<file path="config.mk">
export PLATFORM = sky130hd
export DESIGN_NAME = i2c_byte_master
export DESIGN_NICKNAME = d
export VERILOG_FILES = /design/src/rtl/i2c_byte_master.sv
export SDC_FILE = /design/constraint.sdc
export NUM_CORES = 1
export LEC_CHECK = 0
export BUFFER_PORTS_ARGS = -buffer_cell sky130_fd_sc_hd__buf_4
export CAP_MARGIN = 5
export CORE_MARGIN = 4
export CORE_UTILIZATION = 63
export DETAILED_ROUTE_END_ITERATION = 6
export PLACE_DENSITY = 0.85
export SLEW_MARGIN = 20
export SYNTH_ARGS = -nofsm -noshare
export SYNTH_HDL_FRONTEND = slang
export SYNTH_SLANG_ARGS = --single-unit
</file>
<file path="constraint.sdc">
create_clock -name clk -period 5.8 [get_ports clk]
set_input_delay 0.29 -clock clk [delete_from_list [all_inputs] [get_ports clk]]
set_output_delay 0.29 -clock clk [all_outputs]
set_load 0.02 [all_outputs]
</file>
<file path="src/rtl/i2c_byte_master.sv">
module i2c_byte_master #(
  parameter int          HALF_BIAS = 4,
  parameter logic [15:0] TIM_INIT  = 16'd1280,
  parameter logic [15:0] EXT_INIT  = 16'd2
) (
  input  logic        clk,
  input  logic        rst_n,
  input  logic        reg_wr,
  input  logic [2:0]  reg_addr,
  input  logic [15:0] reg_wdata,
  output logic [15:0] reg_rdata,
  output logic        irq,
  input  logic        scl_in,
  input  logic        sda_in,
  output logic        scl_oe,
  output logic        sda_oe
);
  typedef enum logic [3:0] {IDLE, RS1, RS2, RS3, BLO, BHI, STP1, STP2, STP3, TAIL} st_t;

  st_t        st;
  logic [7:0] shreg;
  logic       busy, ie, dir, ackf, errf, stf, spf, rdm, held;
  logic [15:0] ext_q, tim_q;
  logic [8:0] tmr;
  logic [3:0] bitn;
  logic       scl_low, sda_low, irq_q;

  logic [8:0] half;
  logic       tick, stall, txb, hi_phase;

  assign half     = {1'b0, tim_q[7:0]} + 9'(HALF_BIAS);
  assign tick     = (tmr == half - 9'd1);
  assign stall    = (st == BHI || st == RS2) && !scl_in;
  assign txb      = (bitn < 4'd8) ? (rdm ? 1'b1 : shreg[7]) : (rdm ? !ackf : 1'b1);
  assign hi_phase = (st == BHI);
  assign scl_oe   = scl_low;
  assign sda_oe   = sda_low;
  assign irq      = irq_q;

  always_comb begin
    case (reg_addr)
      3'd0:    reg_rdata = {8'h00, shreg};
      3'd1:    reg_rdata = {8'h00, busy, ie, dir, ackf, 1'b0, errf, stf, spf};
      3'd2:    reg_rdata = ext_q;
      3'd4:    reg_rdata = tim_q;
      default: reg_rdata = 16'h0000;
    endcase
  end

  always_ff @(posedge clk or negedge rst_n) begin
    if (!rst_n) begin
      st <= IDLE; shreg <= '0; busy <= 1'b0; ie <= 1'b0; dir <= 1'b0; ackf <= 1'b0;
      errf <= 1'b0; stf <= 1'b0; spf <= 1'b0; rdm <= 1'b0; held <= 1'b0;
      ext_q <= EXT_INIT; tim_q <= TIM_INIT; tmr <= '0; bitn <= '0;
      scl_low <= 1'b0; sda_low <= 1'b0; irq_q <= 1'b0;
    end else begin
      irq_q <= 1'b0;
      if (reg_wr) begin
        case (reg_addr)
          3'd0: if (!busy) shreg <= reg_wdata[7:0];
          3'd1: if (!busy) begin
            {ie, dir, ackf} <= reg_wdata[6:4];
            {errf, stf, spf} <= reg_wdata[2:0];
            if (reg_wdata[7]) begin
              busy <= 1'b1;
              tmr  <= '0;
              bitn <= '0;
              rdm  <= reg_wdata[5] & !reg_wdata[1];
              if (reg_wdata[2] && reg_wdata[0]) begin
                st <= STP1; scl_low <= 1'b1;
              end else if (reg_wdata[1]) begin
                st <= RS1;
              end else begin
                st <= BLO; scl_low <= 1'b1;
              end
            end
          end
          3'd2: ext_q <= reg_wdata;
          3'd4: tim_q <= reg_wdata;
          default: ;
        endcase
      end
      if (busy && !stall) begin
        tmr <= tick ? 9'd0 : tmr + 9'd1;
        case (st)
          RS1: begin
            sda_low <= 1'b0;
            if (tick) begin st <= RS2; scl_low <= 1'b0; end
          end
          RS2: if (tick) begin st <= RS3; sda_low <= 1'b1; end
          RS3: if (tick) begin st <= BLO; scl_low <= 1'b1; held <= 1'b1; end
          BLO: begin
            sda_low <= !txb;
            if (tick) begin st <= BHI; scl_low <= 1'b0; end
          end
          BHI: if (tick) begin
            scl_low <= 1'b1;
            if (bitn < 4'd8) begin
              shreg <= {shreg[6:0], sda_in};
              bitn  <= bitn + 4'd1;
              st    <= BLO;
            end else begin
              if (!rdm) ackf <= !sda_in;
              st <= spf ? STP1 : TAIL;
            end
          end
          STP1: begin
            sda_low <= 1'b1;
            if (tick) begin st <= STP2; scl_low <= 1'b0; end
          end
          STP2: if (tick) begin st <= STP3; sda_low <= 1'b0; end
          STP3: if (tick) begin st <= IDLE; busy <= 1'b0; irq_q <= ie; held <= 1'b0; end
          TAIL: begin
            sda_low <= 1'b0;
            held    <= 1'b1;
            if (tick) begin st <= IDLE; busy <= 1'b0; irq_q <= ie; end
          end
          default: ;
        endcase
      end
    end
  end
endmodule

</file>
# Word-level counts from Yosys, hierarchy flattened
# Index checks and enable logic that the tools add are counted.
classes:
  add_sub_neg: 4
  n_bitwise: 2
  eq_ne: 16
  n_reduce_logical: 25
  order_cmp: 1
  n_mul: 0
  n_mux: 74
  n_div: 0
  n_shift: 0
ops:
  columns: ["operator", "n"]
  rows:
  - ["two-way mux 4 bit", 23]
  - ["case mux 16 bit (4 select lines)", 1]
  - ["two-way mux 8 bit", 7]
  - ["two-way mux 9 bit", 6]
  - ["two-way mux 1 bit", 32]
  - ["case mux 4 bit (8 select lines)", 1]
  - ["equality test 4 x 3 -> 1 bit (second input constant)", 4]
  - ["AND reduction 4 bit", 3]
  - ["adder 8 x 3 -> 9 bit (second input constant)", 1]
  - ["adder 9 x 1 -> 9 bit (second input constant)", 1]
  - ["equality test 9 bit", 1]
  - ["subtractor 9 x 1 -> 9 bit (second input constant)", 1]
  - ["equality test 4 x 2 -> 1 bit (second input constant)", 2]
  - ["equality test 4 bit (second input constant)", 2]
  - ["logical NOT 1 bit", 6]
  - ["two-way mux 3 bit", 2]
  - ["nonzero test 2 bit", 3]
  - ["OR reduction 2 bit", 3]
  - ["case mux 1 bit (5 select lines)", 1]
  - ["nonzero test 5 bit", 1]
  - ["adder 4 x 1 -> 4 bit (second input constant)", 1]
  - ["equality test 4 x 1 -> 1 bit (second input constant)", 1]
  - ["less-than comparator 4 bit (second input constant)", 1]
  - ["inequality test 2 bit (second input constant)", 2]
  - ["13 further kinds", 16]
word_totals:
  mem_bits_ro: 0
  out_inout_bits: 19
  latchBits: 0
  ram_bits: 0
  ff_bits: 68
  wordCells: 139
  inputBits: 24
  memories: 0

# Depth between registers and ports, before layout
# Gate-level depths: netlist of the first run.
depth:
  ltp_word: 9
  mapped_depth: 11
  depth_no_buf: 8

# Least setup slack after synthesis of the first run
# OpenSTA, ideal clock, no wires.
synth_timing:
  kind: "flip-flop to flip-flop"
  start: "register tim_q[0]"
  end: "register ackf"
  stages_incl_launch_ff: 10
  t_required_ns: 5.721
  n_path_buf: 2
  synth_period_minus_slack_ns: 2.667
  setup_ns: 0.079
  setup_slack_ns: 3.133
  t_arrival_ns: 2.588
  path_cell_list: "dfrtp_1 -> clkbuf_1 -> inv_1 -> ha_1 -> clkbuf_1 -> or4_4 -> a2111oi_4 -> o211ai_4 -> nor4b_1 -> mux2i_1"
synth_via:
  elab_chain_cells: 6
synth_rtl:
  columns: ["item", "line", "text"]
  rows:
  - ["start, declared", "23", "logic [15:0] ext_q, tim_q;"]
  - ["start signal, assigned", "79", "3'd4: tim_q <= reg_wdata;"]
  - ["adder 8 x 3 -> 9 bit", "31", "assign half = {1'b0, tim_q[7:0]} + 9'(HALF_BIAS);"]
  - ["subtractor 9 x 1 -> 9 bit", "32", "assign tick = (tmr == half - 9'd1);"]
  - ["equality test 9 bit", "32", null]
  - ["two-way mux 1 bit", "96", "BHI: if (tick) begin"]
  - ["two-way mux 1 bit", "85", "case (st)"]
  - ["two-way mux 1 bit", "83", "if (busy && !stall) begin"]
  - ["end signal, assigned", "62", "{ie, dir, ackf} <= reg_wdata[6:4];"]
  - ["end signal, assigned", "103", "if (!rdm) ackf <= !sda_in;"]
  - ["end, declared", "22", "logic busy, ie, dir, ackf, errf, stf, spf, rdm, held;"]
# Every way passes these cells.
# A chain may end at the register's enable or synchronous reset.

# Worst setup path after layout of the first run
# Ends and elaborated chain as after synthesis.

==> qor.csv, run 1 <==
metric,value,unit
fin_worst_skew,0.00886,ns
period_minus_slack,2.90,ns
antenna_found_initial,0,
layout.nets,453,
reg2regPathDepth,7,
routed_wire_length_per_instance,17.6,um
die_w,86.2,um
worstPathRequired,6.07,ns
p_leak,1.94,nW
path_delay_family,simple AND/OR/NAND/NOR gates,
critPathKind,reg -> reg,
crit_arrival,3.17,ns
clockBufferDepth,2,
drt-total-wl,8.89,mm
worst_setup_path_start_kind,flip-flop,
first_pass_iters,5,
period_share,50.1,%
die_h,86.2,um
ys_ff_latch,68,
design_area,4420,um^2
slew_headroom,40.9,%
postCtsHoldBufs,0,
cap_violations,0,
netlist_instances,398,
numCtsBuffers,9,
fillers,408,
cts_resized,0,
clockRootBuffer,clkbuf_8,
grt_max_degree,69,
core,5920,um^2
ant_nets,0,
die_area,7440,um^2
synth_seq_area_share,44.2,%
synthFlopType,dfrtp_1,
vias,3200,
pin_count,43,
area_growth,14.5,%
row_count,28,
worst_path_max_delay_cell,or4_4,
p_total,1.53,mW
postSynthAreaPerCell,9.69,um^2
overflow,0,
slew_viol_final,0,
post_dp_cell_area,4160,um^2
async_flop_share,100,%
rsz0062_at_grt,false,
pwr_density_cell,346,nW/um^2
synth_cell_type_count,58,
critPathMaxFanout,22,
grt_pass1_vias,3066,
ctsHtreeMaxLevel,3,
port_buffers,42,
cp.depth,7,
crit_buf_inv,1,
grtUsageMet2,39.5,%
slowest_delay,0.56,ns
grt_first_pass_wirelength,14.9,mm
gp_congestion,0.893,
via_per_inst,6.32,
place_ws,2.93,ns
crit_start,tim_q[0],
worst_slack,2.90,ns
synth-warning-count,0,
synth_nets,425,
drive_above_1_share,24.1,%
clk_pin_slew_worst_paths,0.08,ns
ir_drop,0.000191,V
crit_path_cell_trace,"inv_1, ha_1, or4_4, a2111oi_4, o211ai_4, nor4b_1, mux2i_1",
place_hpwl,5.92,mm
synth_edf_count,0,
syn_area,3860,um^2
drtIter0Drc,241,
track_usage,25.8,%
globalRouteMet1Util,35.5,%
max_clock_freq,344,MHz
start_util,65.1,%
final-setup-viol-count,0,
antennaDiodeCount,0,
postCtsSetupRepairBufs,0,
worst_pin_slew,0.884,ns
worstHoldPathType,in -> async,
clk_latency,0.35,ns
drcViolationCount,0,
hold_violations,0,
r2r_start,tim_q[0],
met3_usage,5.99,%
status,completed,
tns,0,ns
grt-busiest-layer,met2,
cts.sinks,68,
cts_tree,yes,
endpoint_kind,flip-flop,
==> cell type report <==
class / count / area (um^2) / area share (%)
inverters: 13 / 48.8 / 1.10
clock inverters: 5 / 108 / 2.44
clock buffers: 11 / 151 / 3.43
well taps: 75 / 93.8 / 2.12
repair buffers: 43 / 323 / 7.31
flip-flops and latches: 68 / 1710 / 38.6
multi-input cells: 291 / 1990 / 45.0
==> through the flow <==
stage          std cells  utilization (%)  hold slack [ns]
2_1_floorplan        398                -         -0.00559
3_3_place_gp         490             70.2            0.449
3_5_place_dp         490             70.2            0.446
4_1_cts              506             74.6           0.0723
5_1_grt              506             74.6            0.109
6_report             506             74.6           0.0457
==> registers in the layout, indices dropped and copies added (netlist names) <==
register and flops:
bitn 4, st 4, ackf 1, dir 1, scl_oe 1, tmr 9
stf 1, spf 1, irq 1, rdm 1, shreg 8, tim_q 16
ie 1, ext_q 16, errf 1, sda_oe 1, busy 1
==> where the power goes <==
group          internal, mW  total [mW]  leakage (nW)  switching [mW]
Sequential            0.561       0.665         0.853           0.104
Clock                 0.311       0.501         0.130           0.190
Combinational         0.176       0.363         0.952           0.187
Total                  1.05        1.53          1.94           0.480
==> Yosys cell counts, types with 2 or more instances <==
master / instances / area, um^2
dfrtp_1: 65 / 1630
nor2_1: 40 / 150
mux2_2: 34 / 383
nand2_1: 33 / 124
o21ai_0: 26 / 130
a21oi_1: 23 / 115
mux2i_1: 23 / 230
clkbuf_1: 15 / 56.3
inv_1: 13 / 48.8
nand3_1: 13 / 65.1
a22oi_1: 8 / 60.1
xnor2_1: 7 / 61.3
xor2_1: 7 / 61.3
nor2b_1: 6 / 37.5
a31oi_1: 5 / 31.3
and3_1: 5 / 31.3
nor3_1: 5 / 25.0
buf_1: 4 / 15.0
buf_2: 4 / 20.0
dfstp_2: 3 / 78.8
ha_1: 3 / 37.5
nor4_1: 3 / 18.8
o2111ai_1: 3 / 26.3
o211ai_1: 3 / 22.5
or2_2: 3 / 18.8
a211oi_1: 2 / 15.0
a32oi_1: 2 / 17.5
and3b_1: 2 / 17.5
nand2b_1: 2 / 12.5
nor3b_1: 2 / 15.0
nor4b_1: 2 / 17.5
o21a_1: 2 / 15.0
o21ai_1: 2 / 10.0
o21bai_1: 2 / 15.0
o22ai_1: 2 / 12.5
o32ai_1: 2 / 17.5
==> cell usage in the layout, fill, tap and decap left out, drive strengths merged, types with 3 or more instances in the layout <==
| cell | count |
|---|---|
| or2 | 4 |
| clkbuf | 11 |
| mux2 | 34 |
| a22oi | 8 |
| mux2i | 23 |
| dfrtp | 65 |
| o211ai | 4 |
| o21ai | 28 |
| o2111ai | 3 |
| buf | 43 |
| and3 | 5 |
| a31oi | 5 |
| nand3 | 13 |
| nor2 | 40 |
| nor2b | 6 |
| xnor2 | 7 |
| nand2 | 33 |
| xor2 | 7 |
| a21oi | 23 |
| ha | 3 |
| dfstp | 3 |
| inv | 13 |
| bufinv | 3 |
| nor3 | 5 |
| nor4 | 3 |
==> per-layer routing <==
layer / vias up / wire (um)
met3: 18 / 605
met1: 1579 / 3820
met2: 125 / 4250
met4: 0 / 221
met5: - / 0
li1: 1478 / -
==> final timing paths <==
check | slack (ns) | endpoint
min | 0.05 | tmr[0]
max in group asynchronous | 5.21 | tim_q[1]
max reg2reg | 2.90 | ackf
max | 2.90 | ackf
min in group clk | 0.13 | ackf
min reg2reg | 0.51 | tim_q[9]
==> cell families after synthesis <==
kind of cell             synth area share [%]
AO/OA/AOI/OAI                            16.1
adder cells (fa/ha/maj)                 0.973
flip-flops                               44.2
XOR/XNOR                                 3.18
buffers and inverters                    4.25
multiplexers                             15.9
AND/OR/NAND/NOR                          15.4
(Power assumes the default switching activity.)
==> run 2: changes to the inputs <==
- CORE_UTILIZATION: 63 -> 59
- PLACE_DENSITY: 0.85 -> 0.8
- clock period: 5.8 -> 2.9 ns (I/O delays scaled with it)
==> run 2 against run 1 <==
  * Non-clock buffer count rose by 9
  * Combinational power rose by 110%
  * Clock power rose by 43%
  * Cell count rose by 2.2%
  * Largest power group unchanged
  * Register-to-register slack got worse by 2.6 ns
  * Clock-buffer cell count fell by 1
  * Power rose by 83%
  * Wire length rose by 1.7%
  * Fmax rose by 10%
  * Design area rose by 0.14%
  * First-iteration DRC count fell by 22%
  * Worst hold slack got worse by 0.0097 ns
==> qor.csv, run 2 (same netlist as run 1, synthesis figures left out) <==
metric,value,unit
worst_setup_path_start_kind,flip-flop,
port_buffers,42,
gp_congestion,0.821,
period_minus_slack,2.63,ns
die_area,7890,um^2
place_ws,0.207,ns
core,6350,um^2
area_growth,14.7,%
row_count,29,
clkPwrFrac,25.5,%
hold_violations,0,
clk_pin_slew_worst_paths,0.08,ns
path_delay_family,simple AND/OR/NAND/NOR gates,
pin_count,43,
cts_tree,yes,
cts.sinks,68,
fin_worst_skew,0.0105,ns
max_clock_freq,380,MHz
drt-total-wl,9.04,mm
drive_above_1_share,25.5,%
layout.nets,462,
holdWs,0.0359,ns
swShare,35.1,%
clockBufferDepth,2,
tns,0,ns
final_common_cell,dfrtp_1,
pwr_density_cell,632,nW/um^2
clockRootBuffer,clkbuf_8,
regToRegSetupSlack,0.27,ns
antenna_found_initial,0,
critPathMaxFanout,22,
crit_arrival,2.91,ns
final_cell_mix,"65 x dfrtp_1, 50 x buf_4, 40 x nor2_1, 34 x mux2_2, 33 x nand2_1",
period_share,90.8,%
p_leak,1.93,nW
vias,3139,
die_w,88.8,um
ant_nets,0,
worstHoldPathType,in -> reg,
power_frac_comb,27.0,%
start_util,60.7,%
worst_slack,0.267,ns
slew_viol_final,0,
via_per_inst,6.07,
ir_drop,0.000475,V
fillers,481,
cap_violations,0,
antennaDiodeCount,0,
status,completed,
reg_top3,"ext_q x16, tim_q x16, tmr x9",
routed_wire_length_per_instance,17.5,um
clk_latency,0.35,ns
worst_path_max_delay_cell,or4_4,
crit_buf_inv,1,
drtIter0Drc,188,
numCtsBuffers,9,
drcViolationCount,0,
worstPathRequired,3.18,ns
ctsHtreeMaxLevel,3,
track_usage,24.7,%
net-switching-power,0.982,mW
overflow,0,
final-setup-viol-count,0,
critPathKind,reg -> reg,
endpoint_kind,flip-flop,
worst_pin_slew,0.858,ns
rsz0062_at_grt,false,
first_pass_iters,5,
internal-power,1.81,mW
crit_path_cell_trace,"inv_1, ha_1, or4_4, a2111oi_4, o211ai_4, or4_1, o21ai_0",
grt_pass1_vias,3047,
place_hpwl,6.20,mm
sequentialPowerShare,47.4,%
grt_first_pass_wirelength,15.0,mm
grt_max_degree,69,
die_h,88.8,um
slew_headroom,42.8,%
slowest_delay,0.53,ns
-- run 2: routing by layer --
metal  global-route usage (%)  up-vias  share of wire [%]  wire, um
li1                         -     1498                  -         -
met1                     34.4     1525                 45      4080
met2                     38.3      106                 48      4300
met3                     5.87       10                6.3       569
met4                     7.97        0                1.1        95
met5                        0        -                  0         0
-- run 2: area by class of cell --
class | instances | area (um^2) | share of cell area, %
clock inverters | 6 | 48.8 | 1.10
flip-flops and latches | 68 | 1710 | 38.6
multi-input cells | 291 | 2000 | 45.2
inverters | 13 | 48.8 | 1.10
well taps | 77 | 96.3 | 2.18
clock buffers | 10 | 128 | 2.89
repair buffers | 52 | 395 | 8.94
-- run 2: worst paths after layout --
| kind | from | depth (start not counted) | to |
|---|---|---|---|
| min in group asynchronous | rst_n | 2 | st[0] |
| hold reg to reg | tim_q[12] | 1 | tim_q[12] |
| max in group asynchronous | rst_n | 2 | shreg[6] |
| setup / recovery | tim_q[1] | 7 | st[1] |
| hold / removal | reg_wdata[12] | 2 | ext_q[12] |
| setup reg to reg | tim_q[1] | 7 | st[1] |
-- run 2: metrics by stage --
stage,cells,total power [mW],instance area [um^2],util [%]
final,517,2.80,4420,69.7
after global routing,517,2.96,4420,69.7
after CTS,517,2.80,4410,69.4
after detailed placement,499,2.08,4210,66.3
after global placement,499,2.04,4210,66.3
after floorplan,398,1.85,3860,-
-- run 2: timing repair --
action	in CTS	in global routing
setup buffers	0	0
hold buffers	2	0
endpoints found under the setup margin	0	1
hold endpoints to repair	66	0
resized for setup	0	2
-- run 2: power by group through the flow --
stage	logic [mW]	clock network, mW	registers [mW]
floorplan	0.598	0	1.25
global placement	0.723	0	1.32
detailed placement	0.747	0	1.34
CTS	0.755	0.726	1.32
global route	0.844	0.767	1.35
finish	0.756	0.714	1.33
